File: config.mk
export PLATFORM = sky130hd
export DESIGN_NAME = uart_rx_core
export DESIGN_NICKNAME = d
export VERILOG_FILES = /design/src/rtl/uart_rx_pkg.sv /design/src/rtl/uart_rx_sync.sv /design/src/rtl/uart_rx_framer.sv /design/src/rtl/uart_rx_status.sv /design/src/rtl/uart_rx_core.sv
export SDC_FILE = /design/constraint.sdc
export NUM_CORES = 1
export LEC_CHECK = 0
export BUFFER_PORTS_ARGS = -buffer_cell sky130_fd_sc_hd__buf_2
export CAP_MARGIN = 30
export CORE_ASPECT_RATIO = 1.1
export CORE_MARGIN = 5
export CORE_UTILIZATION = 55
export CTS_BUF_LIST = sky130_fd_sc_hd__clkbuf_4
export DETAILED_ROUTE_END_ITERATION = 10
export GPL_TIMING_DRIVEN = 1
export PLACE_DENSITY = 0.76
export SETUP_SLACK_MARGIN = 0.15
export SYNTH_ARGS = -nofsm -noshare
export SYNTH_HDL_FRONTEND = slang
export SYNTH_SLANG_ARGS = --single-unit
File: constraint.sdc
create_clock -name clk -period 2.3 [get_ports clk]
set_input_delay 0.345 -clock clk [delete_from_list [all_inputs] [get_ports clk]]
set_output_delay 0.345 -clock clk [all_outputs]
set_load 0.02 [all_outputs]
File: src/rtl/uart_rx_pkg.sv
package uart_rx_pkg;
    typedef enum logic [2:0] {
        ST_HUNT,
        ST_START,
        ST_DATA,
        ST_PARITY,
        ST_STOP,
        ST_BRKWAIT
    } rx_state_e;

    typedef struct packed {
        logic [7:0] data;
        logic       perr;
        logic       ferr;
        logic       brk;
    } rx_char_t;
endpackage

File: src/rtl/uart_rx_sync.sv
module uart_rx_sync #(
    parameter int STAGES = 2
) (
    input  logic clk,
    input  logic rst_n,
    input  logic din,
    output logic dout
);
    logic [STAGES-1:0] pipe_q;

    always_ff @(posedge clk or negedge rst_n) begin
        if (!rst_n) pipe_q <= '1;
        else        pipe_q <= {pipe_q[STAGES-2:0], din};
    end

    assign dout = pipe_q[STAGES-1];
endmodule

File: src/rtl/uart_rx_framer.sv
module uart_rx_framer
    import uart_rx_pkg::*;
#(
    parameter int OSR = 16
) (
    input  logic       clk,
    input  logic       rst_n,
    input  logic       tick,
    input  logic       line,
    input  logic [1:0] word_len,
    input  logic       par_en,
    input  logic       even_sel,
    input  logic       stick,
    output logic       done,
    output rx_char_t   chr
);
    localparam int CNT_W = $clog2(OSR);
    localparam logic [CNT_W-1:0] MID  = CNT_W'(OSR / 2 - 1);
    localparam logic [CNT_W-1:0] LAST = CNT_W'(OSR - 1);

    rx_state_e        state_q, state_d;
    logic [CNT_W-1:0] cnt_q;
    logic [2:0]       bidx_q;
    logic [7:0]       shreg_q;
    logic             zero_q, par_q;
    logic             sample;
    logic             last_bit;

    assign sample   = tick && (state_q == ST_START ? cnt_q == MID : cnt_q == LAST);
    assign last_bit = (bidx_q == {1'b1, word_len});

    always_comb begin
        state_d = state_q;
        unique case (state_q)
            ST_HUNT:    if (tick && !line) state_d = ST_START;
            ST_START:   if (sample) state_d = line ? ST_HUNT : ST_DATA;
            ST_DATA:    if (sample && last_bit) state_d = par_en ? ST_PARITY : ST_STOP;
            ST_PARITY:  if (sample) state_d = ST_STOP;
            ST_STOP:    if (sample) state_d = (zero_q && !line) ? ST_BRKWAIT : ST_HUNT;
            ST_BRKWAIT: if (line) state_d = ST_HUNT;
            default:    state_d = ST_HUNT;
        endcase
    end

    always_ff @(posedge clk or negedge rst_n) begin
        if (!rst_n) state_q <= ST_HUNT;
        else        state_q <= state_d;
    end

    always_ff @(posedge clk or negedge rst_n) begin
        if (!rst_n) begin
            cnt_q   <= '0;
            bidx_q  <= '0;
            shreg_q <= '0;
            zero_q  <= 1'b1;
            par_q   <= 1'b0;
        end else begin
            if (state_d != state_q) cnt_q <= '0;
            else if (tick)          cnt_q <= cnt_q + 1'b1;
            if (state_q == ST_START && state_d == ST_DATA) begin
                shreg_q <= '0;
                bidx_q  <= '0;
                zero_q  <= 1'b1;
            end else if (sample && state_q == ST_DATA) begin
                shreg_q[bidx_q] <= line;
                bidx_q          <= bidx_q + 1'b1;
                zero_q          <= zero_q & ~line;
            end else if (sample && state_q == ST_PARITY) begin
                par_q  <= line;
                zero_q <= zero_q & ~line;
            end
        end
    end

    always_comb begin
        done     = sample && (state_q == ST_STOP);
        chr.data = shreg_q;
        chr.ferr = !line;
        chr.brk  = zero_q && !line;
        if (!par_en)    chr.perr = 1'b0;
        else if (stick) chr.perr = (par_q == even_sel);
        else            chr.perr = (^shreg_q) ^ par_q ^ ~even_sel;
    end


    false_start_chk: assert property (@(posedge clk) disable iff (!rst_n)
        (state_q == ST_START && sample && line) |=> !done && state_q == ST_HUNT);

    brk_hold_chk: assert property (@(posedge clk) disable iff (!rst_n)
        (state_q == ST_BRKWAIT && !line) |=> !done);
endmodule

File: src/rtl/uart_rx_status.sv
module uart_rx_status
    import uart_rx_pkg::*;
(
    input  logic       clk,
    input  logic       rst_n,
    input  logic       done,
    input  rx_char_t   chr,
    input  logic       rd_data,
    input  logic       rd_status,
    output logic [7:0] rx_data,
    output logic       data_ready,
    output logic       err_overrun,
    output logic       err_parity,
    output logic       err_framing,
    output logic       err_break
);
    always_ff @(posedge clk or negedge rst_n) begin
        if (!rst_n) begin
            rx_data     <= '0;
            data_ready  <= 1'b0;
            err_overrun <= 1'b0;
            err_parity  <= 1'b0;
            err_framing <= 1'b0;
            err_break   <= 1'b0;
        end else begin
            if (rd_status) begin
                err_overrun <= 1'b0;
                err_parity  <= 1'b0;
                err_framing <= 1'b0;
                err_break   <= 1'b0;
            end
            if (rd_data) data_ready <= 1'b0;
            if (done) begin
                rx_data    <= chr.data;
                data_ready <= 1'b1;
                if (data_ready && !rd_data) err_overrun <= 1'b1;
                if (chr.perr) err_parity  <= 1'b1;
                if (chr.ferr) err_framing <= 1'b1;
                if (chr.brk)  err_break   <= 1'b1;
            end
        end
    end


    dr_after_done_chk: assert property (@(posedge clk) disable iff (!rst_n)
        done |=> data_ready);

    dr_clear_chk: assert property (@(posedge clk) disable iff (!rst_n)
        (rd_data && !done) |=> !data_ready);

    overrun_set_chk: assert property (@(posedge clk) disable iff (!rst_n)
        (done && data_ready && !rd_data) |=> err_overrun);

    status_clear_chk: assert property (@(posedge clk) disable iff (!rst_n)
        (rd_status && !done) |=> !(err_overrun || err_parity || err_framing || err_break));

    break_zero_chk: assert property (@(posedge clk) disable iff (!rst_n)
        $rose(err_break) |-> data_ready && rx_data == 8'h00);
endmodule

File: src/rtl/uart_rx_core.sv
module uart_rx_core
    import uart_rx_pkg::*;
#(
    parameter int OSR       = 16,
    parameter int SYNC_DEPTH = 2
) (
    input  logic       clk,
    input  logic       rst_n,
    input  logic       tick16,
    input  logic       serial_in,
    input  logic [1:0] cfg_word_len,
    input  logic       cfg_parity_en,
    input  logic       cfg_even_sel,
    input  logic       cfg_stick,
    input  logic       rd_data,
    input  logic       rd_status,
    output logic [7:0] rx_data,
    output logic       data_ready,
    output logic       err_overrun,
    output logic       err_parity,
    output logic       err_framing,
    output logic       err_break
);
    logic     line_s;
    logic     chr_done;
    rx_char_t chr;

    uart_rx_sync #(.STAGES(SYNC_DEPTH)) u_sync (
        .clk  (clk),
        .rst_n(rst_n),
        .din  (serial_in),
        .dout (line_s)
    );

    uart_rx_framer #(.OSR(OSR)) u_framer (
        .clk     (clk),
        .rst_n   (rst_n),
        .tick    (tick16),
        .line    (line_s),
        .word_len(cfg_word_len),
        .par_en  (cfg_parity_en),
        .even_sel(cfg_even_sel),
        .stick   (cfg_stick),
        .done    (chr_done),
        .chr     (chr)
    );

    uart_rx_status u_status (
        .clk        (clk),
        .rst_n      (rst_n),
        .done       (chr_done),
        .chr        (chr),
        .rd_data    (rd_data),
        .rd_status  (rd_status),
        .rx_data    (rx_data),
        .data_ready (data_ready),
        .err_overrun(err_overrun),
        .err_parity (err_parity),
        .err_framing(err_framing),
        .err_break  (err_break)
    );
endmodule

# Word level (Yosys, flattened, before mapping)
# Index checks and enable logic that the tools add are counted.
[classes]
n_addsub = 2
muxes = 39
bitwise = 7
eq_ne = 11
n_reduce_logical = 19
n_lt_le_gt_ge = 2
[op_table]
columns = ["operator", "n"]
rows = [
  ["2-to-1 mux 3 bit", 10],
  ["2-to-1 mux 1 bit", 21],
  ["one-hot mux 3 bit (6 select lines)", 1],
  ["2-to-1 mux 8 bit", 2],
  ["logical AND 1 bit", 10],
  ["== test 3 x 2 -> 1 bit, second input constant", 3],
  ["bitwise mux 8 bit", 1],
  ["2-to-1 mux 4 bit", 2],
  ["XOR reduction 8 bit", 1],
  ["== test 3 bit, second input constant", 2],
  ["nonzero test 2 bit", 3],
  ["adder 4 x 1 -> 4 bit, second input constant", 1],
  ["== test 4 x 3 -> 1 bit, second input constant", 1],
  ["== test 4 bit, second input constant", 1],
  ["less-than comparator 3 x 4 -> 1 bit, second input constant", 1],
  ["inverter 1 bit", 4],
  ["adder 3 x 1 -> 3 bit, second input constant", 1],
  ["demux 1 bit (select 3 bit)", 1],
  ["== test 3 x 1 -> 1 bit, second input constant", 1],
  ["== test 3 bit", 1],
  ["greater-or-equal comparator 3 x 1 -> 1 bit, second input constant", 1],
  ["zero test 3 bit", 1],
  ["inequality test 3 bit", 1],
  ["AND reduction 3 bit", 1],
  ["other kinds (6)", 8],
]
[word_totals]
in_bits = 11
register_bits = 35
wordCells = 93

# Longest topological paths before layout
[depth]
ltp_word = 10
ltp_mapped = 8
depth_no_buf = 6

# Cells and area by module
# Synthesis repeated with hierarchy kept, for this count alone.
[hier_totals]
cells_unflattened = 158
hier_area_um2 = 1833.0
[modules_own_cells]
columns = ["module", "seq_area_each_um2", "area_per_inst_um2", "instances", "cells_per_inst"]
rows = [
  ["uart_rx_framer", 501.7, 1278.7, 1, 127],
  ["uart_rx_status", 325.3, 501.7, 1, 29],
  ["uart_rx_sync", 52.6, 52.6, 1, 2],
]

# Worst setup path after synthesis
# No wires, ideal clock.
[synth_timing]
path_kind = "register to register"
start = "register u_framer.cnt_q[0]"
end = "register u_status.rx_data[3]"
slack_ns = 0.424
arrival_time_ns = 1.751
setup_time_ns = 0.125
stages_incl_launch_ff = 7
n_path_buf = 2
t_required_ns = 2.175
path_cell_list = "dfrtp_1 -> ha_1 -> nand4_4 -> or3_1 -> buf_6 -> buf_12 -> mux2_4"
[synth_via]
elab_chain_cells = 4
elab_cells_between_ends = 5
[synth_rtl]
columns = ["item", "line_no", "rtl"]
rows = [
  ["start: declaration", "uart_rx_framer.sv:22", "logic [CNT_W-1:0] cnt_q;"],
  ["start signal: assignment", "uart_rx_framer.sv:59", "else if (tick) cnt_q <= cnt_q + 1'b1;"],
  ["== test 4 bit or == test 4 x 3 -> 1 bit (tied branches)", "uart_rx_framer.sv:29", "assign sample = tick && (state_q == ST_START ? cnt_q == MID : cnt_q == LAST);"],
  ["2-to-1 mux 1 bit (*)", "uart_rx_framer.sv:29", ""],
  ["logical AND 1 bit (*)", "uart_rx_framer.sv:29", ""],
  ["logical AND 1 bit (*)", "uart_rx_framer.sv:76", "done = sample && (state_q == ST_STOP);"],
  ["end signal: assignment", "uart_rx_status.sv:34", "rx_data <= chr.data;"],
  ["end: declaration", "uart_rx_status.sv:10", "output logic [7:0] rx_data,"],
]
# Mark *: on every way between the ends. The rest lies on a longest branch, timed or not.
# A chain may end at the register's enable or synchronous reset.

# Worst setup path in the final report
[layout_timing]
start = "register u_sync.pipe_q[1]"
end = "register u_framer.cnt_q[3]"
[layout_via]
elab_chain_cells = 7
elab_cells_between_ends = 13
[layout_rtl]
columns = ["item", "line_no", "rtl"]
rows = [
  ["start: declaration", "uart_rx_sync.sv:9", "logic [STAGES-1:0] pipe_q;"],
  ["start signal: assignment", "uart_rx_sync.sv:13", "else pipe_q <= {pipe_q[STAGES-2:0], din};"],
  ["zero test 1 bit", "uart_rx_framer.sv:35, uart_rx_framer.sv:39", ""],
  ["logical AND 1 bit", "uart_rx_framer.sv:39", "ST_STOP: if (sample) state_d = (zero_q && !line) ? ST_BRKWAIT : ST_HUNT;"],
  ["2-to-1 mux 3 bit (2 in series)", "uart_rx_framer.sv:39", ""],
  ["one-hot mux 3 bit (6 select lines) (*)", "uart_rx_framer.sv:34", "unique case (state_q)"],
  ["inequality test 3 bit (*)", "uart_rx_framer.sv:58", "if (state_d != state_q) cnt_q <= '0;"],
  ["2-to-1 mux 4 bit or nonzero test 2 bit (tied branches)", "--", ""],
]
# Marked as above.

==> results.yml <==
cts:
  cts_max_path_buffers: 2
  cts_tree: "done"
  path_clk_slew_ns: 0.11
  cts_setup_buffers: 0
  cts_buffers: 5
  clkLatencyLatePin_ns: 0.34
  cts.sink_count: 35
  htreeDepth: 2
  root_buffer: "clkbuf_4"
critical_path:
  cpMaxStageDelayCell: "dfstp_2"
  crit_path_end_kind: "register"
  cp.required_ns: 2.53
  max_stage_delay_ns: 0.74
  r2r-end: "u_framer.cnt_q[3]"
  cp_max_fo: 16
  path_cells: "nand2b_1, o31ai_1, a311oi_1, nor2_1, o211a_1"
  worstSetupPathType: "register to register"
  worstSetupStartpointType: "register"
  cp.arrival_ns: 2.24
  rrSetupSlack_ns: 0.29
  critPathBufInv: 0
  worst_path_dominant_cell_family: "compound AO/OA/AOI/OAI gates"
  reg2reg_from: "u_sync.pipe_q[1]"
  ff2ff_path_depth: 5
synthesis:
  postSynthCellCount: 187
  ys_types: 50
  yosys_warnings: 0
  synth_edf_count: 0
  synth_flop_cell: "dfrtp_1"
  syn_nets: 200
  synth_area_mm2: 0.00194
  postSynthAreaPerCell_um2: 10.4
  yosysSeqAreaShare: 0.453
  async_reset_ff_frac: 1.00
  ys_seq_elements: 35
pwr:
  p_int_mw: 0.940
  p_sw_mw: 0.491
  switching_share: 0.343
  pwr-share-seq: 0.529
  vdd_drop_max_mv: 0.481
  share_clk_of_total_power: 0.226
  powerDensity_mw_per_mm2: 671
  comb_power_share: 0.244
  leakagePower_nw: 1.06
global_routing:
  grt_overflow: 0
  grt_usage: 0.184
  grt_pass1_wl_um: 6760
  grt_start_max_net_pins: 36
  antenna_found_initial: 0
  grt_pass1_vias: 1472
placed_design:
  place_hpwl_um: 2890
  place_congestion: 0.904
  io_buffers: 23
final_layout:
  final_nets: 223
  fin_util: 0.629
  final_common_cell: "dfrtp_1"
  nFillCells: 281
  drive_gt1_frac: 0.270
  final_cell_mix: "32 x dfrtp_1, 23 x buf_2, 20 x nor2_1, 18 x nand2_1, 9 x nand3_1"
  diodes: 0
  syn2layout_area_growth_pct: 9.66
worst_hold_path:
  worstHoldPathType: "input pin to asynchronous set/reset pin"
route:
  viasPerCell: 5.50
  vias: 1425
  wl_um: 3970
  drt-pass1-iter-count: 4
  route.detailed.drc: 0
  antenna_left: 0
  drt-initial-drc-count: 116
  wl_per_cell_um: 15.3
timing:
  relSlewSlack: 0.491
  slew_viol_final: 0
  rsz0062_at_grt: "false"
  period_minus_slack_ns: 2.01
  final.setup.tns_ns: 0
  setup_viol: 0
  fin_crit_sh: 0.874
  hold_viol_final: 0
  fmax_mhz: 498
  skew_ns: 0.0101
  tightest_slew_ns: 0.764
die:
  dieArea_mm2: 0.00482
  die_y_um: 72.3
  io_pins: 24
  die_width_um: 66.7
  initial_core_util: 0.574
  core_mm2: 0.00339
  num_rows: 22
outcome:
  status: "complete, no violations"
job:
  drv_cap: 0
==> kinds of logic (layout without fill, tap and decap cells) <==
logic type               after synthesis  after routing  share of synthesized area
AND/OR/NAND/NOR                       73             73                      0.214
buffers and inverters                 18             42                     0.0528
flip-flops                            35             35                      0.453
XOR/XNOR                              15             15                     0.0676
AO/OA/AOI/OAI                         26             26                     0.0927
adder cells (fa/ha/maj)                2              2                     0.0129
multiplexers                          18             18                      0.107
==> synth_stat cells (2+ instances only) <==
master / count / area, um^2
buf_2: 5 / 25.0
mux2_4: 4 / 60.1
mux2i_1: 8 / 80.1
xnor2_1: 7 / 61.3
inv_1: 7 / 26.3
mux2_2: 6 / 67.6
nand4_1: 2 / 12.5
clkbuf_1: 2 / 7.51
nor2b_1: 4 / 25.0
dfstp_2: 3 / 78.8
ha_1: 2 / 25.0
nand2_1: 18 / 67.6
nand3_1: 9 / 45.0
dfrtp_1: 32 / 801
xor2_1: 8 / 70.1
a21oi_1: 6 / 30.0
nor2_1: 20 / 75.1
o21ai_0: 4 / 20.0
o22ai_1: 3 / 18.8
nand2b_1: 7 / 43.8
==> worst reg2reg max path, delay by kind of cell, from the launching register on <==
kind             cells  cell delay (ns)
AO/OA/AOI/OAI        3             0.81
flip-flops           1             0.74
AND/OR/NAND/NOR      2             0.36
==> power groups by stage <==
stage          Clock (mW)  Combinational (mW)  Sequential [mW]
3_3_place_gp            0               0.330            0.758
6_report            0.324               0.350            0.757
2_1_floorplan           0               0.317            0.708
3_5_place_dp            0               0.346            0.766
4_1_cts             0.332               0.348            0.753
5_1_grt             0.368               0.388            0.765
==> timing repair <==
action | CTS | global route
endpoints found under the setup margin | 0 | 2
hold buffers | 0 | 0
gates resized for setup | 0 | 2
==> state kept, by name (all words and copies together), names as in the netlist <==
register,cells
u_status.err_parity,1
u_status.err_break,1
u_sync.pipe_q,2
u_status.rx_data,8
u_status.err_overrun,1
u_framer.par_q,1
u_status.err_framing,1
u_framer.cnt_q,4
u_framer.bidx_q,3
u_framer.shreg_q,8
u_framer.zero_q,1
u_status.data_ready,1
u_framer.state_q,3
==> stage by stage <==
step / std cells / setup WS (ns) / power (mW) / cell area [um^2] / hold WS (ns)
6_report: 259 / 0.291 / 1.43 / 2130 / 0.0644
5_1_grt: 259 / 0.224 / 1.52 / 2130 / 0.0732
4_1_cts: 259 / 0.299 / 1.43 / 2120 / 0.0792
3_5_place_dp: 251 / 0.315 / 1.11 / 2070 / 0.350
3_3_place_gp: 251 / 0.369 / 1.09 / 2070 / 0.352
2_1_floorplan: 187 / 0.424 / 1.03 / 1940 / 0.0494
==> worst max-delay path by stage <==
| stage | slack, ns | cells after the start | from | end |
|---|---|---|---|---|
| 2_1_floorplan | 0.42 | 6 | u_framer.cnt_q[0] | u_status.rx_data[3] |
| 5_1_grt | 0.22 | 5 | u_sync.pipe_q[1] | u_framer.cnt_q[2] |
| 6_report | 0.29 | 5 | u_sync.pipe_q[1] | u_framer.cnt_q[3] |
| 4_1_cts | 0.30 | 5 | u_framer.cnt_q[0] | u_status.rx_data[6] |
| 3_3_place_gp | 0.37 | 5 | u_framer.bidx_q[0] | u_framer.cnt_q[0] |
| 3_5_place_dp | 0.32 | 5 | u_framer.cnt_q[0] | u_status.rx_data[6] |
==> routing by layer <==
layer,track usage,part of all wire,vias to the layer above,wire length (um)
met1,0.213,0.41,696,1640
met3,0.0573,0.041,7,163
met5,0,0,-,0
li1,-,-,694,-
met2,0.314,0.53,28,2100
met4,0.0722,0.018,0,70
==> area by class of cell <==
class                   instances  area (um^2)  share of cell area
flip-flops and latches         35          880               0.413
inverters                       7         26.3              0.0123
well taps                      48         60.1              0.0282
multi-input cells             134          967               0.454
clock inverters                 3         15.0             0.00705
repair buffers                 27          145              0.0681
clock buffers                   5         37.5              0.0176
Note: power is estimated with default switching activity, not from simulation.
